===== src/rtl/swallow_div_pkg.sv =====
package swallow_div_pkg;

    // Control state of the swallow divider.
    typedef enum logic [1:0] {
        ST_START   = 2'd0,   // after reset: first load pending
        ST_SWALLOW = 2'd1,   // high modulus while swallow count remains
        ST_MAIN    = 2'd2    // low modulus until program count ends
    } div_state_e;

endpackage


===== src/rtl/dual_mod_prescaler.sv =====
module dual_mod_prescaler #(
    parameter int CW = 6
) (
    input  logic          clk,
    input  logic          rst_n,
    input  logic          run,
    input  logic [CW-1:0] modulus,
    output logic          tick
);

    logic [CW-1:0] count;

    // Terminal tick in the last clock of each prescaler period.
    assign tick = run && (count == modulus - CW'(1));

    always_ff @(posedge clk) begin
        if (!rst_n) begin
            count <= '0;
        end else if (!run || tick) begin
            count <= '0;
        end else begin
            count <= count + CW'(1);
        end
    end

    // the count never reaches or passes the modulus in force
    p_count_in_range_r2: assert property (@(posedge clk) disable iff (!rst_n)
        run |-> (count < modulus))
        else $error("prescaler count out of range");

endmodule


===== src/rtl/down_counter.sv =====
module down_counter #(
    parameter int W = 7
) (
    input  logic         clk,
    input  logic         rst_n,
    input  logic         load,
    input  logic [W-1:0] load_val,
    input  logic         dec,
    output logic [W-1:0] value
);

    always_ff @(posedge clk) begin
        if (!rst_n) begin
            value <= '0;
        end else if (load) begin
            value <= load_val;
        end else if (dec) begin
            value <= value - W'(1);
        end
    end

    // a decrement without a load never hits an empty counter
    p_no_wrap_r2: assert property (@(posedge clk) disable iff (!rst_n)
        (dec && !load) |-> (value != '0))
        else $error("down counter wrapped");

endmodule


===== src/rtl/ratio_limiter.sv =====
module ratio_limiter #(
    parameter int PW       = 7,
    parameter int SW       = 6,
    parameter int P_MIN    = 2,
    parameter int S_MAX_LO = 31,
    parameter int S_MAX_HI = 47
) (
    input  logic          band_hi,
    input  logic [PW-1:0] p_raw,
    input  logic [SW-1:0] s_raw,
    output logic [PW-1:0] p_eff,
    output logic [SW-1:0] s_eff
);

    logic [SW-1:0] s_lim;
    logic [SW-1:0] s_band;

    always_comb begin
        // floor on the program count
        p_eff  = (p_raw < PW'(P_MIN)) ? PW'(P_MIN) : p_raw;
        // band-dependent ceiling on the swallow count
        s_lim  = band_hi ? SW'(S_MAX_HI) : SW'(S_MAX_LO);
        s_band = (s_raw > s_lim) ? s_lim : s_raw;
        // swallow count may not exceed program count
        s_eff  = (PW'(s_band) > p_eff) ? SW'(p_eff) : s_band;
    end

    always_comb begin
        p_s_bounded_r6: assert ((s_eff <= s_lim) && (PW'(s_eff) <= p_eff))
            else $error("swallow count outside limits");
    end

endmodule


===== src/rtl/swallow_divider.sv =====
module swallow_divider #(
    parameter int P_W      = 7,
    parameter int S_W      = 6,
    parameter int LO_BASE  = 32,
    parameter int HI_BASE  = 47,
    parameter int S_MAX_LO = 31,
    parameter int S_MAX_HI = 47,
    parameter int P_MIN    = 2
) (
    input  logic           clk_in,
    input  logic           rst_n,
    input  logic           band_hi,
    input  logic [P_W-1:0] p_word,
    input  logic [S_W-1:0] s_word,
    output logic           div_out,
    output logic           mod_hi
);

    import swallow_div_pkg::*;

    localparam int CW = $clog2(HI_BASE + 2);

    div_state_e     state, state_d, load_state;
    logic [P_W-1:0] p_eff, p_cnt;
    logic [S_W-1:0] s_eff, s_cnt;
    logic           band_q;
    logic           pre_tick;
    logic           reload;
    logic [CW-1:0]  modulus;

    ratio_limiter #(
        .PW(P_W), .SW(S_W), .P_MIN(P_MIN),
        .S_MAX_LO(S_MAX_LO), .S_MAX_HI(S_MAX_HI)
    ) u_limit (
        .band_hi (band_hi),
        .p_raw   (p_word),
        .s_raw   (s_word),
        .p_eff   (p_eff),
        .s_eff   (s_eff)
    );

    always_comb begin
        modulus = band_q ? CW'(HI_BASE) : CW'(LO_BASE);
        if (state == ST_SWALLOW) begin
            modulus = modulus + CW'(1);
        end
    end

    dual_mod_prescaler #(.CW(CW)) u_pre (
        .clk     (clk_in),
        .rst_n   (rst_n),
        .run     (state != ST_START),
        .modulus (modulus),
        .tick    (pre_tick)
    );

    down_counter #(.W(P_W)) u_pcnt (
        .clk      (clk_in),
        .rst_n    (rst_n),
        .load     (reload),
        .load_val (p_eff),
        .dec      (pre_tick),
        .value    (p_cnt)
    );

    down_counter #(.W(S_W)) u_scnt (
        .clk      (clk_in),
        .rst_n    (rst_n),
        .load     (reload),
        .load_val (s_eff),
        .dec      (pre_tick && (state == ST_SWALLOW)),
        .value    (s_cnt)
    );

    // Next-state logic
    always_comb begin
        reload     = (state == ST_START) || (pre_tick && (p_cnt == P_W'(1)));
        load_state = (s_eff != '0) ? ST_SWALLOW : ST_MAIN;
        state_d    = state;
        unique case (state)
            ST_START:   state_d = load_state;
            ST_SWALLOW: begin
                if (reload) begin
                    state_d = load_state;
                end else if (pre_tick && (s_cnt == S_W'(1))) begin
                    state_d = ST_MAIN;
                end
            end
            ST_MAIN: begin
                if (reload) begin
                    state_d = load_state;
                end
            end
            default:    state_d = ST_START;
        endcase
    end

    // State register
    always_ff @(posedge clk_in) begin
        if (!rst_n) begin
            state <= ST_START;
        end else begin
            state <= state_d;
        end
    end

    // Band latched with each reload
    always_ff @(posedge clk_in) begin
        if (!rst_n) begin
            band_q <= 1'b0;
        end else if (reload) begin
            band_q <= band_hi;
        end
    end

    // Outputs decoded from registers
    always_comb begin
        div_out = (state != ST_START) && (p_cnt == P_W'(1));
        mod_hi  = (state == ST_SWALLOW);
    end

    // the modulus only drops at a prescaler period boundary
    p_mod_falls_on_tick_r3: assert property (@(posedge clk_in) disable iff (!rst_n)
        $fell(mod_hi) |-> $past(pre_tick))
        else $error("modulus dropped mid period");

    // the high modulus is held only while swallow count remains
    p_swallow_nonzero_r3: assert property (@(posedge clk_in) disable iff (!rst_n)
        (state == ST_SWALLOW) |-> (s_cnt != '0))
        else $error("swallow state with empty count");

    // the output pulse starts on a prescaler boundary
    p_div_rises_on_tick_r5: assert property (@(posedge clk_in) disable iff (!rst_n)
        $rose(div_out) |-> $past(pre_tick))
        else $error("output rose off boundary");

    // a reload (output fall) happens only on a prescaler tick
    p_reload_on_tick_r9: assert property (@(posedge clk_in) disable iff (!rst_n)
        $fell(div_out) |-> $past(pre_tick))
        else $error("reload off boundary");

    // remaining swallow count never exceeds remaining program count
    p_s_within_p_r7: assert property (@(posedge clk_in) disable iff (!rst_n)
        (state != ST_START) |-> (P_W'(s_cnt) <= p_cnt))
        else $error("swallow count exceeds program count");

    // the program counter is never empty once running
    p_p_nonzero_r8: assert property (@(posedge clk_in) disable iff (!rst_n)
        (state != ST_START) |-> (p_cnt != '0))
        else $error("program counter empty while running");

endmodule


===== config.mk =====
export PLATFORM = sky130hd
export DESIGN_NAME = swallow_divider
export DESIGN_NICKNAME = d
export VERILOG_FILES = /design/src/rtl/swallow_div_pkg.sv /design/src/rtl/dual_mod_prescaler.sv /design/src/rtl/down_counter.sv /design/src/rtl/ratio_limiter.sv /design/src/rtl/swallow_divider.sv
export SDC_FILE = /design/constraint.sdc
export NUM_CORES = 1
export LEC_CHECK = 0
export ABC_AREA = 0
export BUFFER_PORTS_ARGS = -buffer_cell sky130_fd_sc_hd__buf_2
export CAP_MARGIN = 5
export CORE_MARGIN = 5
export CORE_UTILIZATION = 45
export DETAILED_ROUTE_END_ITERATION = 12
export GPL_ROUTABILITY_DRIVEN = 0
export PLACE_DENSITY = 0.76
export SYNTH_ARGS = -nofsm -noshare
export SYNTH_HDL_FRONTEND = slang
export SYNTH_SLANG_ARGS = --single-unit

===== constraint.sdc =====
create_clock -name clk_in -period 3.1 [get_ports clk_in]
set_input_delay 0.155 -clock clk_in [delete_from_list [all_inputs] [get_ports clk_in]]
set_output_delay 0.155 -clock clk_in [all_outputs]
set_load 0.005 [all_outputs]

==> After elaboration in Yosys (flattened, before gate mapping) <==
Index checks and enable logic that the tools add are counted.
{ "word_totals": {"in_bits": 16, "output_inout_bits": 2, "regBits": 22} }
{ "classes": {"mux": 15, "reduce_logical": 15, "bitwise_logic": 1, "n_lt_le_gt_ge": 3, "add_sub_neg": 5, "n_eq_ne": 7} }
{ "op_table": {"columns": ["operator", "n"], "rows": [
  ["two-way mux 6 bit", 6],
  ["two-way mux 7 bit", 3],
  ["adder 6 x 1 -> 6 bit (second input constant)", 2],
  ["subtractor 6 x 1 -> 6 bit (second input constant)", 2],
  ["two-way mux 2 bit", 4],
  ["equality test 7 x 1 -> 1 bit (second input constant)", 1],
  ["> comparator 6 x 7 -> 1 bit", 1],
  ["< comparator 7 x 2 -> 1 bit (second input constant)", 1],
  ["subtractor 7 x 1 -> 7 bit (second input constant)", 1],
  ["equality test 6 x 1 -> 1 bit (second input constant)", 1],
  ["equality test 6 bit", 1],
  ["> comparator 6 bit", 1],
  ["one-hot mux 2 bit (3 select lines)", 1],
  ["nonzero test 2 bit", 3],
  ["nonzero test 6 bit", 1],
  ["logical AND 1 bit", 5],
  ["two-way mux 4 bit", 1],
  ["!= test 3 x 1 -> 1 bit (second input constant)", 1],
  ["equality test 2 x 1 -> 1 bit (second input constant)", 1],
  ["equality test 2 bit (second input constant)", 1],
  ["zero test 2 bit", 1],
  ["logical OR 1 bit", 2],
  ["!= test 2 bit (second input constant)", 1],
  ["AND reduction 2 bit", 1],
  ["3 further kinds", 3]
]} }

==> Longest topological paths before layout <==
Gate-level depths: netlist (run 1).
{ "depth": {"depth_word": 10, "mapped_depth": 12} }

==> Modules after synthesis <==
Synthesis (run 1) repeated with hierarchy kept, for this count alone.
{ "unflattened": {"hier_cells": 205, "area_unflattened_um2": 1770.4} }
{ "by_module_without_submodules": {"columns": ["module", "instances", "area_per_inst_um2", "seq_area_each_um2", "cells_per_inst"], "rows": [
  ["dual_mod_prescaler", 1, 414.1, 120.1, 45],
  ["ratio_limiter", 1, 394.1, 0.0, 51],
  ["down_counter at u_pcnt", 1, 366.6, 140.1, 41],
  ["down_counter at u_scnt", 1, 321.6, 120.1, 35],
  ["swallow_divider", 1, 274.0, 60.1, 33]
]} }

==> Least setup slack after synthesis (run 1) <==
OpenSTA, ideal clock, no wires.
{ "synth_path": {"path_kind": "input port to flip-flop", "startpoint": "in band_hi", "endpoint": "reg u_scnt.value[5]", "path_slack_ps": 332, "path_buffers": 0, "t_arrival_ps": 2648, "path_stages": 12, "setup_ps": 120, "path_cell_list": "inv_1 -> ha_1 -> a21o_1 -> o21ai_0 -> mux2_2 -> ha_1 -> nand4b_1 -> a21oi_1 -> o22ai_1 -> mux2i_1 -> nor2_1 -> o31a_1"} }
{ "synth_between": {"elab_chain_cells": 6} }
{ "synth_lines": {"columns": ["item", "line", "rtl"], "rows": [
  ["start, declared", "swallow_divider.sv:12", "input logic band_hi,"],
  ["two-way mux 6 bit *", "ratio_limiter.sv:22", "s_lim = band_hi ? SW'(S_MAX_HI) : SW'(S_MAX_LO);"],
  ["> comparator 6 bit", "ratio_limiter.sv:23", "s_band = (s_raw > s_lim) ? s_lim : s_raw;"],
  ["two-way mux 6 bit *", "ratio_limiter.sv:23", null],
  ["> comparator 6 x 7 -> 1 bit", "ratio_limiter.sv:25", "s_eff = (PW'(s_band) > p_eff) ? SW'(p_eff) : s_band;"],
  ["two-way mux 6 bit *", "ratio_limiter.sv:25", null],
  ["two-way mux 6 bit *", "down_counter.sv:15", "end else if (load) begin"],
  ["end signal, assigned", "down_counter.sv:16", "value <= load_val;"],
  ["end signal, assigned", "down_counter.sv:18", "value <= value - W'(1);"],
  ["end, declared", "down_counter.sv:9", "output logic [W-1:0] value"]
]} }
Mark *: on every way between the ends. The rest lies on a longest branch, timed or not.
A chain may end at the register's enable or synchronous reset.

==> Worst setup path in the final report (run 1) <==
{ "layout_path": {"startpoint": "reg state[0]", "endpoint": "reg u_scnt.value[3]"} }
{ "layout_between": {"elab_chain_cells": 8, "word_cells_on_any_way": 12} }
{ "layout_lines": {"columns": ["item", "line", "rtl"], "rows": [
  ["start, declared", "swallow_divider.sv:23", "div_state_e state, state_d, load_state;"],
  ["start signal, assigned", "swallow_divider.sv:103", "state <= state_d;"],
  ["equality test 2 x 1 -> 1 bit", "swallow_divider.sv:44, swallow_divider.sv:71", null],
  ["two-way mux 6 bit", "swallow_divider.sv:44", "if (state == ST_SWALLOW) begin"],
  ["subtractor 6 x 1 -> 6 bit", "dual_mod_prescaler.sv:14", "assign tick = run && (count == modulus - CW'(1));"],
  ["equality test 6 bit", "dual_mod_prescaler.sv:14", null],
  ["logical AND 1 bit", "dual_mod_prescaler.sv:14", null],
  ["logical AND 1 bit", "swallow_divider.sv:77", "reload = (state == ST_START) || (pre_tick && (p_cnt == P_W'(1)));"],
  ["logical OR 1 bit", "swallow_divider.sv:77", null],
  ["two-way mux 6 bit or nonzero test 2 bit (tied branches)", null, null]
]} }
Parallel ways exist; a longest one is shown, timed or not.

==> flow_metrics.py, run 1 <==
metrics = {
    "global_route": {
        "grt_pass1_wl_mm": 6.38,
        "first_global_vias": 1476,
        "initial_antenna_violation_count": 0,
        "track_usage_pct": 15.2,
        "grt_start_max_net_pins": 16,
        "global_route.overflow_total": 0,
    },
    "routing": {
        "totalWireLength_mm": 3.70,
        "vias": 1580,
        "detail_route.drc_violations": 0,
        "dr.first_iter.drc_count": 103,
        "avgViaCountPerCell": 5.68,
        "firstDrtPassIters": 5,
        "detail-route-antenna-nets": 0,
        "route.detailed.wl_per_inst_microns": 13.3,
    },
    "cts": {
        "ctsHoldBuffers": 0,
        "post_cts_resized": 0,
        "cts_setup_buffers": 0,
        "cts_buffer_depth": 2,
        "cts.sinks": 22,
        "number_of_clock_buffers_inserted_by_tritoncts": 3,
        "cts_root_buf": "sky130_fd_sc_hd__clkbuf_8",
        "cts_tree": "built",
        "h_tree_depth": 1,
        "clk-insertion-delay-late_ns": 0.27,
        "clkTransAtPathRegs_ns": 0.08,
    },
    "synthesis": {
        "synth_seq_area_share_pct": 26.1,
        "synth_warnings": 0,
        "ys_async_sr_fraction_pct": 0,
        "syn-num-nets": 245,
        "synth_enable_flop_cells": 0,
        "synth.distinct_cells": 50,
        "synth_top_cell_by_area": "sky130_fd_sc_hd__dfxtp_1",
        "yosys_most_used_dff": "sky130_fd_sc_hd__dfxtp_1",
        "synth-seq-cells": 22,
        "synth_cells": 212,
        "yosys-top-cells-area": "sky130_fd_sc_hd__dfxtp_1, sky130_fd_sc_hd__ha_1, sky130_fd_sc_hd__nor2_1, sky130_fd_sc_hd__a21oi_1, sky130_fd_sc_hd__nand2_1",
        "synth_area_sq_um": 1690,
        "synth.avg_cell_area_sq_um": 7.97,
        "area_fraction_of_the_dominant_cell_type_after_synthesis_pct": 26.1,
    },
    "setup_path": {
        "r2r.worst_path.cells": 9,
        "worst_setup_path_end_kind": "flop",
        "r2r-start": "state[0]",
        "required_ns": 3.26,
        "critical_path.startpoint_type": "flop",
        "setup.reg_to_reg.worst_slack_ns": 0.35,
        "path_class": "reg2reg",
        "worst-path-max-fanout": 15,
        "arrival_ns": 2.90,
        "worst_r2r_endpoint": "u_scnt.value[3]",
    },
    "sta": {
        "final.setup.tns_ns": 0,
        "finalClockSkew_ns": 0.00398,
        "timing.max_slew.rel_slack_pct": 45.9,
        "drv_slew": 0,
        "grt_setup_unrepaired": "false",
        "worst_pin_slew_ns": 0.803,
        "timing.final.hold_violations": 0,
        "fmaxAchievable_ghz": 0.364,
        "finalCriticalPeriod_ns": 2.75,
        "fin_ws_ns": 0.354,
        "min_period_over_period_pct": 88.6,
        "report.final.setup_viol": 0,
    },
    "job": {
        "number_of_max_cap_violations": 0,
    },
    "layout": {
        "mostFrequentLayoutCells": "sky130_fd_sc_hd__nor2_1, sky130_fd_sc_hd__dfxtp_1, sky130_fd_sc_hd__nand2_1, sky130_fd_sc_hd__ha_1, sky130_fd_sc_hd__buf_2",
        "area_growth_syn_to_layout_pct": 12.1,
        "layout-drive-gt1-share_pct": 15.2,
        "mostFrequentLayoutCell": "sky130_fd_sc_hd__nor2_1",
        "area_taken_by_flip_flops_and_latches_sq_um": 440,
        "fillerInstances": 351,
        "area_used_by_multi_input_combinational_logic_sq_um": 1170,
        "ant_cells": 0,
        "nets": 264,
    },
    "place": {
        "placement.io_buffers": 17,
        "post-dp-hpwl_mm": 2.98,
        "detailedPlace.worstSlack_ns": 0.302,
    },
    "power": {
        "pwr_density_cell_nw_per_um2": 535,
        "total_leakage_power_nw": 0.807,
        "irDropWorstVdd_mv": 0.318,
    },
    "floorplanning": {
        "die_area_sq_um": 5080,
        "placeableCoreArea_sq_um": 3660,
        "die-width_microns": 71.3,
        "chipHeight_microns": 71.3,
        "floorplan.io_pins": 18,
        "placement_rows": 22,
        "start_util_pct": 46.2,
    },
    "hold_path": {
        "min_to": "u_scnt.value[5]",
        "min-delay-path-class": "in2reg",
        "hold_path.startpoint": "rst_n",
        "whs_path_depth": 2,
    },
    "outcome": {
        "outcome": "completed",
    },
}
## Yosys cell counts (all sizes together), types with 2 or more instances
cell and count:
a21boi 3, a21o 2, a21oi 14, a22oi 2, a31oi 3, and3 2, and4 4, buf 2
clkbuf 3, dfxtp 22, ha 17, inv 14, mux2 3, mux2i 5, nand2 19, nand2b 5
nand3 6, nand4b 2, nor2 24, nor2b 4, nor3 7, nor4 6, o21a 3, o21ai 12
o22ai 3, o31a 2, xnor2 4, xor2 3
## report_power, final
group / switching [mW] / internal, mW
Sequential: 0.0442 / 0.324
Clock: 0.0957 / 0.173
Combinational: 0.212 / 0.164
Total: 0.352 / 0.661
## state kept, by name, summed over array words and instances, names as in the netlist
register / cells
u_pre.count: 6
state: 2
u_scnt.value: 6
u_pcnt.value: 7
band_q: 1
## cells by family after synthesis
group | count (synthesis) | share of synthesized area [%]
adder cells (fa/ha/maj) | 18 | 13.2
AO/OA/AOI/OAI | 53 | 21.3
multiplexers | 8 | 4.96
AND/OR/NAND/NOR | 84 | 25.9
flip-flops | 22 | 26.1
XOR/XNOR | 7 | 3.63
buffers and inverters | 20 | 4.96
## metrics by stage
stage / hold WS [ns] / power [mW] / cell area (sq um) / std cells / utilization (%)
after floorplan: 0.368 / 0.663 / 1690 / 212 / -
after global placement: 0.457 / 0.743 / 1820 / 274 / 49.8
after detailed placement: 0.460 / 0.749 / 1820 / 274 / 49.8
after CTS: 0.237 / 1.02 / 1890 / 278 / 51.7
after global routing: 0.258 / 1.09 / 1890 / 278 / 51.7
final: 0.241 / 1.01 / 1890 / 278 / 51.7
## worst max-delay path, cell delays in order (launching register included)
cell and delay, ns:
sky130_fd_sc_hd__dfxtp_1 0.46, sky130_fd_sc_hd__nand2b_1 0.16, sky130_fd_sc_hd__inv_1 0.15, sky130_fd_sc_hd__ha_1 0.21, sky130_fd_sc_hd__or3b_2 0.46, sky130_fd_sc_hd__o21ai_2 0.12
sky130_fd_sc_hd__a31oi_2 0.30, sky130_fd_sc_hd__buf_4 0.29, sky130_fd_sc_hd__and4_1 0.18, sky130_fd_sc_hd__a311o_1 0.30
## layout make-up
class	instances	share of cell area (%)
multi-input combinational	170	61.6
sequential	22	23.2
timing repair buffer	19	5.28
tap	48	3.17
inverter	15	2.97
clock buffer	3	2.18
clock inverter	1	1.59
## per-layer routing
metal	vias to the layer above	share of wire, %	track usage (%)
li1	804	-	-
met1	745	46	19.0
met2	25	49	25.6
met3	6	3.2	3.23
met4	0	1.8	5.43
met5	-	0	0
## how the worst max path moves through the flow
stage	startpoint	endpoint	slack [ns]	cells past startpoint
after floorplan	band_hi	u_scnt.value[5]	0.33	12
after global placement	band_hi	u_scnt.value[3]	0.39	14
after detailed placement	band_hi	u_scnt.value[3]	0.30	14
after CTS	state[0]	u_scnt.value[3]	0.36	9
after global routing	state[1]	u_scnt.value[4]	0.1	9
final	state[0]	u_scnt.value[3]	0.35	9
Power figures use the tool's default switching activity.
==> run 2, diff against run 1 <==
- PLACE_DENSITY: 0.76 -> 0.65
- SKIP_CTS_REPAIR_TIMING: default -> 1
==> run 2 against run 1 <==
Total power up 1.4%. Sequential power about the same. Non-clock buffer count is 2 higher. Fmax down 0.20%. Clock power hardly changed. Die area is the same. Combinational power is 3% higher. Critical path depth did not move.
==> flow_metrics.py, run 2 (same netlist as run 1, synthesis figures left out) <==
metrics = {
    "outcome": {
        "outcome": "completed",
    },
    "layout": {
        "biggestRegsByFlops": "u_pcnt.value: 7 flops, u_pre.count: 6 flops, u_scnt.value: 6 flops",
        "largest_register_ffs": 7,
        "area_growth_syn_to_layout_pct": 13.7,
        "mostFrequentLayoutCells": "sky130_fd_sc_hd__nor2_1, sky130_fd_sc_hd__dfxtp_1, sky130_fd_sc_hd__nand2_1, sky130_fd_sc_hd__ha_1, sky130_fd_sc_hd__buf_2",
        "layout.cells.non_filler": 280,
        "layout-drive-gt1-share_pct": 15.9,
        "mostFrequentLayoutCell": "sky130_fd_sc_hd__nor2_1",
        "ant_cells": 0,
        "nets": 266,
        "registers.top_by_ff_count": "u_pcnt.value",
    },
    "setup_path": {
        "required_ns": 3.25,
        "critical_path.startpoint_type": "flop",
        "critical-path-slowest-cell": "sky130_fd_sc_hd__a31oi_2",
        "cp_num_buf_inv": 1,
        "path_class": "reg2reg",
        "worst_setup_path_end_kind": "flop",
        "critical_path.top_delay_family": "compound AO/OA/AOI/OAI gates",
        "worst-path-max-fanout": 14,
        "arrival_ns": 2.90,
        "worst_path_largest_cell_delay_ns": 0.68,
        "cp_cell_sequence": "nand2b_1, inv_1, ha_1, xnor2_1, nor4_4, a31oi_2, mux2_2, a22oi_1, nor2_1",
    },
    "hold_path": {
        "min-delay-path-class": "in2reg",
    },
    "sta": {
        "timing.final.hold_violations": 0,
        "final.setup.tns_ns": 0,
        "min_period_over_period_pct": 88.8,
        "report.final.setup_viol": 0,
        "fmaxAchievable_ghz": 0.363,
        "worst_pin_slew_ns": 0.791,
        "grt_setup_unrepaired": "false",
        "timing.max_slew.rel_slack_pct": 47.1,
        "finalClockSkew_ns": 0.00580,
        "drv_slew": 0,
        "finalCriticalPeriod_ns": 2.75,
    },
    "global_route": {
        "grt_start_max_net_pins": 15,
        "global_route.overflow_total": 0,
        "first_global_vias": 1326,
        "initial_antenna_violation_count": 0,
        "grt_pass1_wl_mm": 5.95,
        "track_usage_pct": 14.3,
    },
    "routing": {
        "detail-route-antenna-nets": 0,
        "vias": 1523,
        "totalWireLength_mm": 3.64,
        "route.detailed.wl_per_inst_microns": 13.0,
        "detail_route.drc_violations": 0,
        "avgViaCountPerCell": 5.44,
        "firstDrtPassIters": 4,
        "dr.first_iter.drc_count": 75,
    },
    "cts": {
        "cts_tree": "built",
        "clkTransAtPathRegs_ns": 0.09,
        "cts.sinks": 22,
        "clk-insertion-delay-late_ns": 0.26,
        "h_tree_depth": 1,
        "cts_root_buf": "sky130_fd_sc_hd__clkbuf_8",
        "number_of_clock_buffers_inserted_by_tritoncts": 3,
        "cts_buffer_depth": 2,
    },
    "power": {
        "power.net_switching_uw": 355,
        "power.internal_uw": 672,
        "power.combinational.fraction_pct": 37.7,
        "seq_power_share_pct": 36.0,
        "total_leakage_power_nw": 0.820,
        "p_clk_share_pct": 26.4,
        "power.share.switching_pct": 34.6,
        "irDropWorstVdd_mv": 0.247,
        "pwr_density_cell_nw_per_um2": 535,
    },
    "place": {
        "place.detailed.instances": 276,
        "placement.io_buffers": 17,
        "post-dp-hpwl_mm": 2.85,
    },
    "floorplanning": {
        "die-width_microns": 71.3,
        "floorplan.io_pins": 18,
        "placeableCoreArea_sq_um": 3660,
        "start_util_pct": 46.2,
        "placement_rows": 22,
        "die_area_sq_um": 5080,
        "chipHeight_microns": 71.3,
    },
    "job": {
        "number_of_max_cap_violations": 0,
    },
}
[run 2: worst paths after layout]
kind / slack, ns / cells past startpoint / endpoint / start
min reg2reg: 0.48 / 2 / u_pcnt.value[1] / u_pcnt.value[1]
max: 0.35 / 9 / u_pcnt.value[6] / state[1]
max reg2reg: 0.35 / 9 / u_pcnt.value[6] / state[1]
min: 0.23 / 2 / u_scnt.value[4] / rst_n
[run 2: layout make-up]
type	instances	area, sq um
fill	351	1740
clock inverter	1	30.0
tap	48	60.1
multi-input combinational	170	1170
inverter	15	56.3
clock buffer	3	41.3
sequential	22	440
timing repair buffer	21	128
[run 2: layer usage]
layer	track usage (%)	up-vias	share of wire [%]
li1	-	804	-
met1	20.1	691	52
met2	22.7	26	43
met3	3.65	2	4.1
met4	2.09	0	0.47
met5	0	-	0
[run 2: metrics by stage]
step	hold slack [ns]	util (%)	area, sq um	total power [mW]	worst slack [ns]
after floorplan	0.368	-	1690	0.663	0.332
after global placement	0.462	50.5	1850	0.761	0.291
after detailed placement	0.470	50.5	1850	0.761	0.304
after CTS	0.222	52.5	1920	1.04	0.364
after global routing	0.243	52.5	1920	1.11	0.162
final	0.227	52.5	1920	1.03	0.348
[run 2: power groups by stage]
stage / clock network [mW] / registers, mW / logic, mW
final: 0.271 / 0.370 / 0.387
after detailed placement: 0 / 0.374 / 0.388
after floorplan: 0 / 0.363 / 0.300
after global routing: 0.292 / 0.376 / 0.439
after global placement: 0 / 0.375 / 0.386
after CTS: 0.278 / 0.368 / 0.389
